$ cat src/rtl/refresh_sched_pkg.sv
package refresh_sched_pkg;

    typedef enum logic {
        RATE_STD = 1'b0,
        RATE_DDR = 1'b1
    } rate_mode_e;

    function automatic int unsigned larger_of(input int unsigned a, input int unsigned b);
        return (a > b) ? a : b;
    endfunction

endpackage

$ cat src/rtl/refresh_interval_timer.sv
module refresh_interval_timer
    import refresh_sched_pkg::*;
#(
    parameter int unsigned STD_CYCLES = 780,
    parameter int unsigned DDR_CYCLES = 1500,
    parameter int unsigned CNT_W      = $clog2(larger_of(STD_CYCLES, DDR_CYCLES))
) (
    input  logic       clk,
    input  logic       rst_n,
    input  logic       run,
    input  rate_mode_e mode,
    output logic       expire
);

    localparam logic [CNT_W-1:0] STD_LAST = CNT_W'(STD_CYCLES - 1);
    localparam logic [CNT_W-1:0] DDR_LAST = CNT_W'(DDR_CYCLES - 1);

    typedef struct packed {
        logic [CNT_W-1:0] cnt;
    } tmr_state_t;

    tmr_state_t st_d, st_q;
    logic [CNT_W-1:0] last_d;

    always_comb begin
        st_d   = st_q;
        expire = 1'b0;
        last_d = (mode == RATE_DDR) ? DDR_LAST : STD_LAST;
        if (!run) begin
            st_d.cnt = '0;
        end else if (st_q.cnt >= last_d) begin
            expire   = 1'b1;
            st_d.cnt = '0;
        end else begin
            st_d.cnt = st_q.cnt + 1'b1;
        end
    end

    always_ff @(posedge clk or negedge rst_n) begin
        if (!rst_n) begin
            st_q <= '0;
        end else begin
            st_q <= st_d;
        end
    end

    // idle timer holds no progress
    assert_idle_cleared_R2: assert property (@(posedge clk) disable iff (!rst_n)
        !run |=> (st_q.cnt == '0));

    // expiries are never adjacent (intervals are at least two cycles)
    assert_no_adjacent_expiry_R4: assert property (@(posedge clk) disable iff (!rst_n)
        expire |=> !expire);

    // counter never walks past the longer limit
    assert_cnt_range_R3: assert property (@(posedge clk) disable iff (!rst_n)
        (st_q.cnt <= ((STD_LAST > DDR_LAST) ? STD_LAST : DDR_LAST)));

endmodule

$ cat src/rtl/refresh_owed_counter.sv
module refresh_owed_counter #(
    parameter int unsigned MAX_OWED = 8,
    parameter int unsigned OW_W     = $clog2(MAX_OWED + 1)
) (
    input  logic            clk,
    input  logic            rst_n,
    input  logic            expire,
    input  logic            ack,
    input  logic [OW_W-1:0] urgent_level,
    input  logic            err_clear,
    output logic            req,
    output logic            urgent,
    output logic            err
);

    localparam logic [OW_W-1:0] FULL = OW_W'(MAX_OWED);

    typedef struct packed {
        logic [OW_W-1:0] owed;
        logic            err;
    } owed_state_t;

    owed_state_t st_d, st_q;
    logic take_d;
    logic ovf_d;

    always_comb begin
        st_d   = st_q;
        take_d = ack && (st_q.owed != '0);
        ovf_d  = 1'b0;
        if (expire && !take_d) begin
            if (st_q.owed == FULL) begin
                ovf_d = 1'b1;
            end else begin
                st_d.owed = st_q.owed + 1'b1;
            end
        end else if (!expire && take_d) begin
            st_d.owed = st_q.owed - 1'b1;
        end
        st_d.err = ovf_d || (st_q.err && !err_clear);
    end

    always_ff @(posedge clk or negedge rst_n) begin
        if (!rst_n) begin
            st_q <= '0;
        end else begin
            st_q <= st_d;
        end
    end

    assign req    = (st_q.owed != '0);
    assign urgent = (st_q.owed != '0) && (st_q.owed >= urgent_level);
    assign err    = st_q.err;

    assert_owed_bound_R8: assert property (@(posedge clk) disable iff (!rst_n)
        st_q.owed <= FULL);

    assert_err_sticky_R9: assert property (@(posedge clk) disable iff (!rst_n)
        (st_q.err && !err_clear) |=> st_q.err);

    assert_err_rise_full_R8: assert property (@(posedge clk) disable iff (!rst_n)
        $rose(st_q.err) |-> ($past(st_q.owed) == FULL));

    assert_ack_empty_ignored_R5: assert property (@(posedge clk) disable iff (!rst_n)
        (st_q.owed == '0 && !expire) |=> (st_q.owed == '0));

    assert_both_unchanged_R6: assert property (@(posedge clk) disable iff (!rst_n)
        (expire && ack && st_q.owed != '0) |=> $stable(st_q.owed));

    assert_expire_adds_R4: assert property (@(posedge clk) disable iff (!rst_n)
        (expire && !ack && st_q.owed != FULL) |=> (st_q.owed == $past(st_q.owed) + 1'b1));

endmodule

$ cat src/rtl/refresh_sched.sv
module refresh_sched
    import refresh_sched_pkg::*;
#(
    parameter int unsigned STD_CYCLES = 780,
    parameter int unsigned DDR_CYCLES = 1500,
    parameter int unsigned MAX_OWED   = 8,
    localparam int unsigned OW_W      = $clog2(MAX_OWED + 1),
    localparam int unsigned CNT_W     = $clog2(larger_of(STD_CYCLES, DDR_CYCLES))
) (
    input  logic            clk,
    input  logic            rst_n,
    input  logic            timer_en,
    input  logic            rate_ddr,
    input  logic            refresh_ack,
    input  logic [OW_W-1:0] urgent_level,
    input  logic            err_clear,
    output logic            refresh_req,
    output logic            refresh_urgent,
    output logic            retention_err
);

    logic       expire;
    rate_mode_e mode;

    assign mode = rate_mode_e'(rate_ddr);

    refresh_interval_timer #(
        .STD_CYCLES (STD_CYCLES),
        .DDR_CYCLES (DDR_CYCLES),
        .CNT_W      (CNT_W)
    ) u_timer (
        .clk    (clk),
        .rst_n  (rst_n),
        .run    (timer_en),
        .mode   (mode),
        .expire (expire)
    );

    refresh_owed_counter #(
        .MAX_OWED (MAX_OWED),
        .OW_W     (OW_W)
    ) u_owed (
        .clk          (clk),
        .rst_n        (rst_n),
        .expire       (expire),
        .ack          (refresh_ack),
        .urgent_level (urgent_level),
        .err_clear    (err_clear),
        .req          (refresh_req),
        .urgent       (refresh_urgent),
        .err          (retention_err)
    );

    assert_urgent_implies_req_R7: assert property (@(posedge clk) disable iff (!rst_n)
        refresh_urgent |-> refresh_req);

    assert_err_needs_backlog_R8: assert property (@(posedge clk) disable iff (!rst_n)
        $rose(retention_err) |-> $past(refresh_req));

endmodule

$ cat config.mk
export PLATFORM = sky130hd
export DESIGN_NAME = refresh_sched
export DESIGN_NICKNAME = d
export VERILOG_FILES = /design/src/rtl/refresh_sched_pkg.sv /design/src/rtl/refresh_interval_timer.sv /design/src/rtl/refresh_owed_counter.sv /design/src/rtl/refresh_sched.sv
export SDC_FILE = /design/constraint.sdc
export NUM_CORES = 1
export LEC_CHECK = 0
export BUFFER_PORTS_ARGS = -buffer_cell sky130_fd_sc_hd__buf_2
export CAP_MARGIN = 5
export CELL_PAD_IN_SITES_DETAIL_PLACEMENT = 0
export CELL_PAD_IN_SITES_GLOBAL_PLACEMENT = 1
export CORE_MARGIN = 2
export CORE_UTILIZATION = 44
export DETAILED_ROUTE_END_ITERATION = 8
export MAX_ROUTING_LAYER = met4
export PLACE_DENSITY_LB_ADDON = 0.3
export SLEW_MARGIN = 20
export SYNTH_ARGS = -nofsm -noshare
export SYNTH_HDL_FRONTEND = slang
export SYNTH_SLANG_ARGS = --single-unit
$ cat constraint.sdc
create_clock -name clk -period 3.5 [get_ports clk]
set_input_delay 0 -clock clk [delete_from_list [all_inputs] [get_ports clk]]
set_output_delay 0 -clock clk [all_outputs]
set_load 0.01 [all_outputs]
======== Word level (Yosys, flattened, before mapping) ========
Cells that the tools add are included.
storage, ports and cells
  register bits ........................... 16
operators by class
  add/subtract/negate cells ............... 3
  order comparisons ....................... 2
  eq/ne operators ......................... 2
  reductions and logical operators ........ 12
  muxes and demuxes ....................... 10
operators by type and width
  kind                     count
  $mux W11                 3
  $mux W4                  3
  $add A11 B1 Y11 const B  1
  $ge A11 B11 Y1           1
  $logic_and A1 B1 Y1      5
  $add A4 B1 Y4 const B    1
  $eq A4 B4 Y1 const B     1
  $ge A4 B4 Y1             1
  $mux W1                  4
  $reduce_bool A4 Y1       1
  $sub A4 B1 Y4 const B    1
  $logic_not A1 Y1         3
  $ne A2 B2 Y1 const B     1
  $reduce_and A2 Y1        1
  $reduce_bool A2 Y1       1
  $logic_or A1 B1 Y1       1

======== Longest topological paths before layout ========
Gate-level depths: netlist of run 1.
  word-level depth ........................ 8
  gate-level depth with buffers ........... 13
  gate-level depth less buffers ........... 12

======== By module ========
A second synthesis of run 1 with hierarchy kept.
second synthesis, totals
  cells, all modules ...................... 110
  area, all modules ....................... 1,093.5 um^2
modules (own cells, without submodules)
  module                  cells each  sequential area each (um^2)  area each (um^2)  instances
  refresh_interval_timer  61          275.3                        638.1             1
  refresh_owed_counter    49          125.1                        455.4             1

======== Least setup slack after synthesis of run 1 ========
OpenSTA, ideal clock, no wires.
  path kind ............................... flip-flop to flip-flop
  from .................................... register u_timer.st_q[6] in the netlist's numbering
  to ...................................... register u_owed.st_q[4] in the netlist's numbering
  slack ................................... 0.725 ns
  setup time .............................. 0.126 ns
  arrival ................................. 2.649 ns
  data required time ...................... 3.374 ns
  stages on the path, launching flop included .. 13
  period minus slack after synthesis ...... 2.775 ns
  buffers on the path ..................... 1
  path through ............................ dfrtp_1 > ha_1 > nand4b_1 > o211ai_2 > a31oi_4 > buf_2 > nand2b_1 > ha_1 > a21o_1 > a21oi_1 > or3_1 > a21oi_1 > a311o_1
between the ends
  longest elaborated chain between the ends .. 7
  elaborated cells on any way between the ends .. 10
  classes of those cells .................. order compare (1); eq/ne (1); mux (3); reduce/logical (5)
ends and longest elaborated chain
  item                          RTL line                      text
  from (decl)                   refresh_interval_timer.sv:22  tmr_state_t st_d, st_q;
  from (signal assigned)        refresh_interval_timer.sv:43  st_q <= st_d;
  $ge A11 B11 Y1 (*)            refresh_interval_timer.sv:31  end else if (st_q.cnt >= last_d) begin
  $mux W1 (*)                   refresh_interval_timer.sv:31
  $mux W1 (*)                   refresh_interval_timer.sv:29  if (!run) begin
  $logic_not A1 Y1              refresh_owed_counter.sv:37    end else if (!expire && take_d) begin
  $logic_and A1 B1 Y1           refresh_owed_counter.sv:37
  $reduce_bool A2 Y1 (no line)  --
  $reduce_and A2 Y1 (no line)   --
  to (signal assigned)          refresh_owed_counter.sv:47    st_q <= st_d;
  to (decl)                     refresh_owed_counter.sv:23    owed_state_t st_d, st_q;
Mark *: on every way between the ends. The rest lies on a longest branch, timed or not.
A chain may end at the register's enable or synchronous reset.

======== Worst setup path in the final report of run 1 ========
  from .................................... register u_timer.st_q[0] in the netlist's numbering
  to ...................................... register u_owed.st_q[4] in the netlist's numbering
The elaborated chain is that of the path after synthesis.

==> results.md, run 1 <==
• **Max Freq** 0.338 GHz
• **die extent in x** 54.7 µm
• **post-synthesis area per instance** 9.42 µm²
• **initial antenna violation count** 0
• **Synth Area in Simple Gates** 0.218
• **Iter 0 DRT Violations** 13
• **largest buffer count on any clock path** 2
• **Final Cell Area** 1260 µm²
• **share of the synthesized area in compound gates (AO/OA/AOI/OAI)** 0.140
• **startpoint of the tightest hold check path** refresh_ack
• **worst setup path start** u_timer.st_q[0]
• **Boundary Pins** 13
• **total routing resource utilization after global routing** 0.162
• **final estimated routing congestion in global placement** 0.776
• **total of buffers placed on input and output ports** 12
• **count of synthesis-stage warnings from yosys** 0
• **global-route congestion overflow total** 0
• **most frequent standard cell in the layout excluding fill and tap cells** sky130_fd_sc_hd__nor2_1
• **sequential standard cell area** 400 µm²
• **share of layout cells above drive strength 1** 0.157
• **startpoint type of the worst setup path** flop
• **number of cells traversed by the worst register-to-register path** 11
• **Synth Cell Area** 1130 µm²
• **via count** 885
• **Synth Area in XOR/XNOR** 0.0853
• **clock tree from TritonCTS** yes
• **required time at the endpoint of the critical path** 3670 ps
• **number of routed nets with antenna violations** 0
• **CP Capture Point** u_owed.st_q[4]
• **clock period minus worst slack** 2960 ps
• **H-tree depth** 1
• **die footprint** 2990 µm²
• **Hold Vio Cnt, Final** 0
• **site row count** 18
• **start-to-end type of the worst setup path** reg -> reg
• **total nets after synthesis** 143
• **flop and latch count out of synthesis** 16
• **detailed-router iteration count before antenna repair** 4
• **wire length of the first global-routing pass** 3380 µm
• **Leakage** 0.000588 µW
• **Final HPWL DP** 1510 µm
• **vias in the first global route** 811
• **detailed-route vias per instance** 5.40
• **Hold/Removal Path Class** in -> reg
• **initial cell density of the core** 0.460
• **final WL** 1990 µm
• **number of filler instances in the final layout** 231
• **count of placed standard cells in the final layout, fillers left out** 164
• **count of unique library cells instantiated by Yosys** 36
• **core area** 2450 µm²
• **total area of multi-input combinational cells** 682 µm²
• **Final Cycle Share** 0.846
• **highest-count cells in the layout ignoring fill and taps** sky130_fd_sc_hd__nor2_1, sky130_fd_sc_hd__dfrtp_1, sky130_fd_sc_hd__ha_1, sky130_fd_sc_hd__buf_2, sky130_fd_sc_hd__inv_1
• **adder and majority cell fraction of the synthesized area** 0.151
• **reported max-cap violation count** 0
• **placed instance count** 159
• **combinational family with the most area after synthesis** simple AND/OR/NAND/NOR gates
• **largest fanout of any net on the critical path** 14
• **clock network latency to the later pin of the worst-skew pair** 280 ps
• **Final setup viols** 0
• **Final nets** 159
• **Resized Gates After CTS** 0
• **root cell of the clock tree** sky130_fd_sc_hd__clkbuf_4
• **setup clock skew after layout** 3.41 ps
• **peak ir drop on the vdd network** 0.285 mV
• **Relative slew margins** 0.692
• **Total Negative Setup Slacks** 0 ps
• **FF-to-FF setup slack** 540 ps
• **category of the worst setup path capture point** flop
• **per-cell routed wire length** 12.1 µm
• **setup repair after global routing missed its margin** no
• **final antenna diode count** 0
• **transition time of the tightest slew-check pin** 461 ps
• **beginning of the worst register-to-register path** u_timer.st_q[0]
• **outcome** completed
• **fraction of the yosys area taken by sequential cells** 0.354
• **R2R Path End** u_owed.st_q[4]
• **post-CTS clock slew at the launch and capture registers of the worst setup and hold paths** 90 ps
• **arrival time of the worst setup path** 3130 ps
• **sink count of the clock tree** 16
• **post-synthesis to final-layout area growth** 11.2%
• **DRC violations left** 0
• **cell count after synthesis** 120
• **multiplexer share of the synthesized area** 0.00997
• **ratio of total power to cell area** 455 nW/µm²
• **area after detailed placement** 1210 µm²
• **total count of max-transition violations in the final report** 0
• **CTS Buf Count** 3
• **largest net degree at the start of global routing** 17
• **die height** 54.7 µm
==> synth_stat cells <==
| cell | instances | area (µm²) |
|---|---|---|
| sky130_fd_sc_hd__o211ai_1 | 1 | 7.51 |
| sky130_fd_sc_hd__clkbuf_1 | 1 | 3.75 |
| sky130_fd_sc_hd__o21ai_0 | 1 | 5.00 |
| sky130_fd_sc_hd__a21o_1 | 3 | 22.5 |
| sky130_fd_sc_hd__o41ai_1 | 1 | 8.76 |
| sky130_fd_sc_hd__nor2_2 | 1 | 6.26 |
| sky130_fd_sc_hd__a21oi_1 | 4 | 20.0 |
| sky130_fd_sc_hd__or3_1 | 2 | 12.5 |
| sky130_fd_sc_hd__a211oi_2 | 1 | 12.5 |
| sky130_fd_sc_hd__nand2_1 | 4 | 15.0 |
| sky130_fd_sc_hd__a211oi_1 | 1 | 7.51 |
| sky130_fd_sc_hd__and4_1 | 2 | 17.5 |
| sky130_fd_sc_hd__nor4b_1 | 1 | 8.76 |
| sky130_fd_sc_hd__fa_1 | 1 | 20.0 |
| sky130_fd_sc_hd__nand2b_1 | 3 | 18.8 |
| sky130_fd_sc_hd__a21boi_1 | 1 | 7.51 |
| sky130_fd_sc_hd__inv_2 | 1 | 3.75 |
| sky130_fd_sc_hd__inv_1 | 8 | 30.0 |
| sky130_fd_sc_hd__dfrtp_1 | 16 | 400 |
| sky130_fd_sc_hd__a31oi_4 | 1 | 21.3 |
| sky130_fd_sc_hd__xor2_1 | 7 | 61.3 |
| sky130_fd_sc_hd__nand4_1 | 6 | 37.5 |
| sky130_fd_sc_hd__o31a_1 | 1 | 8.76 |
| sky130_fd_sc_hd__mux2_2 | 1 | 11.3 |
| sky130_fd_sc_hd__buf_2 | 2 | 10.0 |
| sky130_fd_sc_hd__o211ai_2 | 1 | 12.5 |
| sky130_fd_sc_hd__a22o_1 | 1 | 8.76 |
| sky130_fd_sc_hd__ha_1 | 12 | 150 |
| sky130_fd_sc_hd__and3_1 | 2 | 12.5 |
| sky130_fd_sc_hd__o21ai_1 | 1 | 5.00 |
| sky130_fd_sc_hd__xnor2_1 | 4 | 35.0 |
| sky130_fd_sc_hd__nor3_1 | 3 | 15.0 |
| sky130_fd_sc_hd__a311o_1 | 1 | 10.0 |
| sky130_fd_sc_hd__nor2_1 | 17 | 63.8 |
| sky130_fd_sc_hd__nand4b_1 | 1 | 8.76 |
| sky130_fd_sc_hd__nand3_1 | 6 | 30.0 |
==> report_power, final <==
| group | total [µW] | switching (µW) | internal [µW] |
|---|---|---|---|
| combinational | 230 | 117 | 113 |
| clock | 94.6 | 54.8 | 39.8 |
| sequential | 247 | 38.8 | 208 |
==> state kept, by name, summed over array words and instances, names as in the netlist <==
| register | flops |
|---|---|
| u_owed.err | 1 |
| u_timer.st_q | 11 |
| u_owed.st_q | 4 |
==> metrics by stage <==
stage	hold slack [ps]	utilization	power (µW)	worst slack (ps)
CTS	65.4	0.512	581	547
floorplan	-296	-	418	725
detailed placement	-63.2	0.494	481	559
global route	82.3	0.512	629	373
global placement	-64.3	0.494	475	668
finish	81.8	0.512	572	539
==> routing by layer <==
layer / up-vias / routed length, µm / global-route usage
li1: 460 / - / -
met1: 413 / 920 / 0.194
met2: 10 / 997 / 0.278
met3: 2 / 49 / 0.0164
met4: 0 / 20 / 0.0625
met5: - / 0 / -
==> cell families (layout without fill, tap and decap cells) <==
logic type / count (synthesis) / in the layout
AOI/OAI and AO/OA: 19 / 19
xor gates and xnor gates: 11 / 11
buffers and inverters: 12 / 26
and+or+nand+nor: 48 / 48
DFF: 16 / 16
muxes: 1 / 1
adders and majority gates: 13 / 13
==> cell type report <==
type | count | share of cell area
multi-input combinational | 92 | 0.543
clock buffer | 3 | 0.0179
sequential | 16 | 0.319
timing repair buffer | 14 | 0.0637
tap | 30 | 0.0299
inverter | 9 | 0.0269
==> how the worst min path moves through the flow <==
stage | to | cells past startpoint
floorplan | u_owed.err | 0
finish | u_owed.err | 2
global placement | u_owed.st_q[3] | 1
detailed placement | u_owed.st_q[3] | 1
global route | u_owed.err | 2
CTS | u_owed.err | 2
==> worst max-delay path, cell delays in order, from the launching register on <==
cell                       delay [ps]
sky130_fd_sc_hd__dfrtp_1          450
sky130_fd_sc_hd__ha_1             290
sky130_fd_sc_hd__a211oi_2         190
sky130_fd_sc_hd__o211ai_2         130
sky130_fd_sc_hd__a31oi_4          380
sky130_fd_sc_hd__nand2b_1         230
sky130_fd_sc_hd__ha_1             240
sky130_fd_sc_hd__a21o_1           170
sky130_fd_sc_hd__a21oi_1          270
sky130_fd_sc_hd__or3_1            180
sky130_fd_sc_hd__a21oi_1           60
sky130_fd_sc_hd__a311o_1          260
==> what timing repair did <==
item / in CTS / in global routing
setup buffers: 0 / 0
setup endpoints to repair: 0 / 0
hold buffers: 2 / 0
hold endpoints to repair: 17 / 0
Note: power is estimated with default switching activity, not from simulation.
==> run 2: changes to the inputs <==
- CORE_UTILIZATION: 44 -> 39
- clock period: 3.5 -> 2.7 ns (I/O delays scaled with it)
==> results.md, run 2 (synthesized netlist as in run 1, its figures left out) <==
• **outcome** completed
• **Hold/Removal Path Class** in -> reg
• **largest fanout of any net on the critical path** 4, -10
• **Final nets** 170, +6.9%
• **sequential standard cell area** 400 µm², unchanged
• **ratio of total power to cell area** 630 nW/µm², +38%
• **category of the worst setup path capture point** flop
• **detailed-router iteration count before antenna repair** 4, unchanged
• **largest net degree at the start of global routing** 17, unchanged
• **detailed-route vias per instance** 5.36, -0.75%
• **number of routed nets with antenna violations** 0, unchanged
• **via count** 948, +7.1%
• **per-cell routed wire length** 12.8 µm, +5.5%
• **initial cell density of the core** 0.410, -0.0505
• **required time at the endpoint of the critical path** 2870 ps, -800 ps
• **Final Cell Area** 1410 µm², +12%
• **die footprint** 3340 µm², +12%
• **global-route congestion overflow total** 0, unchanged
• **Hold Vio Cnt, Final** 0, unchanged
• **start-to-end type of the worst setup path** reg -> reg
• **initial antenna violation count** 0, unchanged
• **clock period minus worst slack** 2610 ps, -353 ps
• **Relative slew margins** 0.582, -0.109
• **wire length of the first global-routing pass** 3740 µm, +11%
• **crit path buf inv count** 0, unchanged
• **fraction of the core area covered by cells at the end of the flow** 0.510, -0.00129
• **final estimated routing congestion in global placement** 0.837, +7.9%
• **post-synthesis to final-layout area growth** 24.6%
• **clock network latency to the later pin of the worst-skew pair** 290 ps, about the same
• **Leakage** 0.000673 µW, +14%
• **Top Family by Delay on Critical Path** compound AO/OA/AOI/OAI gates
• **total area of multi-input combinational cells** 736 µm², +7.9%
• **sink count of the clock tree** 16, unchanged
• **Final Cycle Share** 0.966, +0.120
• **clock tree from TritonCTS** yes
• **root cell of the clock tree** sky130_fd_sc_hd__clkbuf_4
• **Iter 0 DRT Violations** 21, +8
• **Max Freq** 0.383 GHz, +14%
• **post-CTS clock slew at the launch and capture registers of the worst setup and hold paths** 90 ps, about the same
• **CTS Buf Count** 3, unchanged
• **slowest stage cell, crit path** sky130_fd_sc_hd__dfrtp_1
• **total count of max-transition violations in the final report** 0, unchanged
• **site row count** 19, +1
• **peak ir drop on the vdd network** 0.529 mV, +86%
• **die height** 57.8 µm, +5.8%
• **overall power after layout** 887 µW, +55%
• **CP cell instances** ha_4 -> nand4b_1 -> o211ai_2 -> a31oi_4 -> nand2b_4 -> ha_1 -> a21o_1 -> a21oi_2 -> or3_4 -> a311o_1
• **register ranked first by flip-flop count** u_timer.st_q
• **final WL** 2260 µm, +14%
• **arrival time of the worst setup path** 2780 ps, -350 ps
• **most frequent standard cell in the layout excluding fill and tap cells** sky130_fd_sc_hd__nor2_1
• **die extent in x** 57.8 µm, +5.8%
• **Boundary Pins** 13, unchanged
• **flip-flop count of the largest register, all copies and words added** 11, unchanged
• **total routing resource utilization after global routing** 0.149, -0.0131
• **vias in the first global route** 867, +6.9%
• **setup clock skew after layout** 1.79 ps, -1.62 ps
• **highest-count cells in the layout ignoring fill and taps** sky130_fd_sc_hd__nor2_1, sky130_fd_sc_hd__dfrtp_1, sky130_fd_sc_hd__buf_2, sky130_fd_sc_hd__ha_1, sky130_fd_sc_hd__buf_4
• **Final setup viols** 0, unchanged
• **largest buffer count on any clock path** 2, unchanged
• **core area** 2760 µm², +12%
• **reported max-cap violation count** 0, unchanged
• **area after detailed placement** 1280 µm², +5.4%
• **Final HPWL DP** 1700 µm, +13%
• **number of filler instances in the final layout** 251, +8.7%
• **transition time of the tightest slew-check pin** 622 ps, +161 ps
• **slowest stage delay, CP** 420 ps, -30 ps
• **DRC violations left** 0, unchanged
• **total of buffers placed on input and output ports** 12, unchanged
• **share of layout cells above drive strength 1** 0.274, +0.117
• **H-tree depth** 1, unchanged
• **startpoint type of the worst setup path** flop
• **final antenna diode count** 0, unchanged
==> run 2: final cells by class <==
| type | count | area share |
|---|---|---|
| Clock buffer | 4 | 0.0258 |
| Inverter | 9 | 0.0240 |
| Multi-Input combinational cell | 92 | 0.523 |
| Tap cell | 31 | 0.0276 |
| Sequential cell | 16 | 0.284 |
| Timing Repair Buffer | 25 | 0.116 |
==> run 2: worst register-to-register path: stages, from the launching register on <==
cell                       delay (ps)
sky130_fd_sc_hd__dfrtp_1          420
sky130_fd_sc_hd__ha_4             280
sky130_fd_sc_hd__nand4b_1         110
sky130_fd_sc_hd__o211ai_2         250
sky130_fd_sc_hd__a31oi_4          110
sky130_fd_sc_hd__nand2b_4         160
sky130_fd_sc_hd__ha_1             270
sky130_fd_sc_hd__a21o_1           120
sky130_fd_sc_hd__a21oi_2           70
sky130_fd_sc_hd__or3_4            380
sky130_fd_sc_hd__a311o_1          320
==> run 2: worst paths after layout <==
path | from | endpoint | slack [ps] | cells past startpoint
setup / recovery | u_timer.st_q[6] | u_owed.st_q[4] | 90 | 10
hold / removal | refresh_ack | u_owed.err | 90 | 2
setup reg to reg | u_timer.st_q[6] | u_owed.st_q[4] | 90 | 10
hold reg to reg | u_owed.err | u_owed.err | 490 | 2
max in group asynchronous | rst_n | u_owed.st_q[1] | 2280 | 2
min in group asynchronous | rst_n | u_timer.st_q[9] | 150 | 2
==> run 2: report_power, final <==
part	internal [µW]	switching [µW]	leakage, µW
clock	82.1	76.5	0.0000210
sequential	270	26.7	0.000213
combinational	217	215	0.000439
total	569	318	0.000673
==> run 2: metrics by stage <==
| step | hold slack (ps) | cells | setup TNS, ps | worst slack (ps) |
|---|---|---|---|---|
| after floorplan | -296 | 120 | 0 | 1.54 |
| after global placement | -68.6 | 168 | 0 | 167 |
| after detailed placement | -64.9 | 168 | 0 | 59.4 |
| after CTS | 46.8 | 174 | 0 | 42.2 |
| after global routing | 99.6 | 177 | -0.0713 | -0.0713 |
| final | 87.5 | 177 | 0 | 91.8 |
==> run 2: routing by layer <==
metal	track usage	wire length, µm	vias up
li1	-	-	477
met3	0.0201	91	4
met2	0.234	1040	25
met1	0.198	1120	442
met5	-	0	-
met4	0.0498	17	0
==> run 2: timing repair <==
item                       4_1_cts  5_1_grt
gates resized for setup          0        7
buffers inserted                 0        3
hold buffers                     2        0
hold endpoints to repair        17        0
setup endpoints to repair        0        2
==> run 3: changes to the inputs <==
- CORE_UTILIZATION: 39 -> 44
- clock period: 2.7 -> 2.66 ns (I/O delays scaled with it)
==> results.md, run 3 (synthesized netlist as in run 1, its figures left out) <==
• **peak ir drop on the vdd network** 0.396 mV, -25%
• **transition time of the tightest slew-check pin** 490 ps, -132 ps
• **Final setup viols** 0, unchanged
• **number of routed nets with antenna violations** 0, unchanged
• **Iter 0 DRT Violations** 14, -33%
• **initial cell density of the core** 0.460, +0.0505
• **largest net degree at the start of global routing** 17, unchanged
• **post-CTS clock slew at the launch and capture registers of the worst setup and hold paths** 90 ps, about the same
• **core area** 2450 µm², -11%
• **most congested layer reported by global routing** met2
• **largest fanout of any net on the critical path** 4, unchanged
• **per-cell routed wire length** 12.3 µm, -3.4%
• **Relative slew margins** 0.673, +0.0900
• **clock tree from TritonCTS** yes
• **Final nets** 170, unchanged
• **startpoint type of the worst setup path** flop
• **Hold Vio Cnt, Final** 0, unchanged
• **die extent in x** 54.7 µm, -5.4%
• **register ranked first by flip-flop count** u_timer.st_q
• **category of the worst setup path capture point** flop
• **detailed-router iteration count before antenna repair** 4, unchanged
• **total of buffers placed on input and output ports** 12, unchanged
• **total routing resource utilization after global routing** 0.171, +0.0224
• **clock period minus worst slack** 2550 ps, -57.1 ps
• **highest-count cells in the layout ignoring fill and taps** sky130_fd_sc_hd__nor2_1, sky130_fd_sc_hd__dfrtp_1, sky130_fd_sc_hd__buf_2, sky130_fd_sc_hd__ha_1, sky130_fd_sc_hd__buf_4
• **worst setup slack before clock tree synthesis** 94.3 ps, +34.9 ps
• **total count of max-transition violations in the final report** 0, unchanged
• **fraction of the core area covered by cells at the end of the flow** 0.557, +0.0461
• **Max Freq** 0.392 GHz, +2.2%
• **clock network latency to the later pin of the worst-skew pair** 290 ps, about the same
• **vias in the first global route** 899, +3.7%
• **final setup slack of the worst path** 109 ps, +17.1 ps
• **share of layout cells above drive strength 1** 0.255, -0.0188
• **ratio of total power to cell area** 612 nW/µm², -2.9%
• **setup clock skew after layout** 5.10 ps, +3.31 ps
• **Leakage** 0.000658 µW, -2.3%
• **reported max-cap violation count** 0, unchanged
• **DRC violations left** 0, unchanged
• **Hold/Removal Path Class** in -> reg
• **root cell of the clock tree** sky130_fd_sc_hd__clkbuf_4
• **Boundary Pins** 13, unchanged
• **setup repair after global routing missed its margin** yes
• **GR Layer Usage met2** 0.312, +0.0777
• **final WL** 2160 µm, -4.5%
• **flip-flop count of the largest register, all copies and words added** 11, unchanged
• **met1 track demand over resource** 0.191, -0.00685
• **met3 GRT Util** 0.0164, -0.00370
• **post-synthesis to final-layout area growth** 20.9%
• **Final Cycle Share** 0.959, -0.00693
• **sink count of the clock tree** 16, unchanged
• **Final HPWL DP** 1600 µm, -6.2%
• **die height** 54.7 µm, -5.4%
• **site row count** 18, -1
• **final antenna diode count** 0, unchanged
• **final estimated routing congestion in global placement** 0.762, -8.9%
• **global-route congestion overflow total** 0, unchanged
• **die footprint** 2990 µm², -11%
• **required time at the endpoint of the critical path** 2840 ps, -30 ps
• **most frequent standard cell in the layout excluding fill and tap cells** sky130_fd_sc_hd__nor2_1
• **overall power after layout** 836 µW, -5.7%
• **arrival time of the worst setup path** 2740 ps, -40 ps
• **outcome** completed
• **CTS Buf Count** 3, unchanged
• **wire length of the first global-routing pass** 3610 µm, -3.5%
• **initial antenna violation count** 0, unchanged
• **H-tree depth** 1, unchanged
• **Worst Hold Slack** 59.9 ps, -27.6 ps
• **largest buffer count on any clock path** 2, unchanged
• **start-to-end type of the worst setup path** reg -> reg
• **detailed-route vias per instance** 5.37, +0.18%
• **via count** 939, -0.95%
==> run 3: what timing repair did <==
action                     4_1_cts  5_1_grt
resized for setup                0        3
hold buffers                     2        0
setup endpoints to repair        0        2
setup buffers                    0        3
hold endpoints to repair        17        0
==> run 3: final timing paths <==
path,from,end,slack (ps),depth (start not counted)
max in group asynchronous,rst_n,u_owed.st_q[1],2260,2
max,u_timer.st_q[6],u_owed.st_q[4],110,11
max reg2reg,u_timer.st_q[6],u_owed.st_q[4],110,11
min in group asynchronous,rst_n,u_owed.err,130,2
min reg2reg,u_owed.err,u_owed.err,500,2
min,refresh_ack,u_owed.err,60,2
==> run 3: worst max-delay path, cell delays in order, from the launching register on <==
cell,delay (ps)
sky130_fd_sc_hd__dfrtp_1,390
sky130_fd_sc_hd__ha_1,290
sky130_fd_sc_hd__nand4b_1,120
sky130_fd_sc_hd__o211ai_2,250
sky130_fd_sc_hd__a31oi_4,110
sky130_fd_sc_hd__nand2b_4,160
sky130_fd_sc_hd__ha_1,270
sky130_fd_sc_hd__a21o_1,190
sky130_fd_sc_hd__a21oi_2,180
sky130_fd_sc_hd__or3_1,150
sky130_fd_sc_hd__a21oi_1,60
sky130_fd_sc_hd__a311o_1,270
==> run 3: final cells by class <==
| class | instances | area, µm² |
|---|---|---|
| timing repair buffer | 25 | 163 |
| inverter | 9 | 33.8 |
| multi-input combinational | 92 | 709 |
| clock buffer | 3 | 22.5 |
| tap | 30 | 37.5 |
| sequential | 16 | 400 |
| fill | 228 | 1090 |
==> run 3: power by group <==
| part | internal, µW | switching [µW] | total, µW |
|---|---|---|---|
| combinational | 205 | 200 | 405 |
| sequential | 274 | 26.9 | 301 |
| clock | 52.7 | 77.2 | 130 |
| total | 532 | 304 | 836 |
==> run 3: through the flow <==
| step | setup TNS (ps) | instances | instance area [µm²] |
|---|---|---|---|
| final | 0 | 175 | 1370 |
| after global routing | -94.3 | 175 | 1370 |
| after global placement | 0 | 167 | 1280 |
| after detailed placement | 0 | 167 | 1280 |
| after CTS | 0 | 172 | 1330 |
| after floorplan | 0 | 120 | 1140 |
==> run 3: routing by layer <==
layer  wire length (µm)  up-vias
met5                  0        -
met4                 38        0
met3                 70        5
met2               1110       21
met1                944      427
li1                   -      486
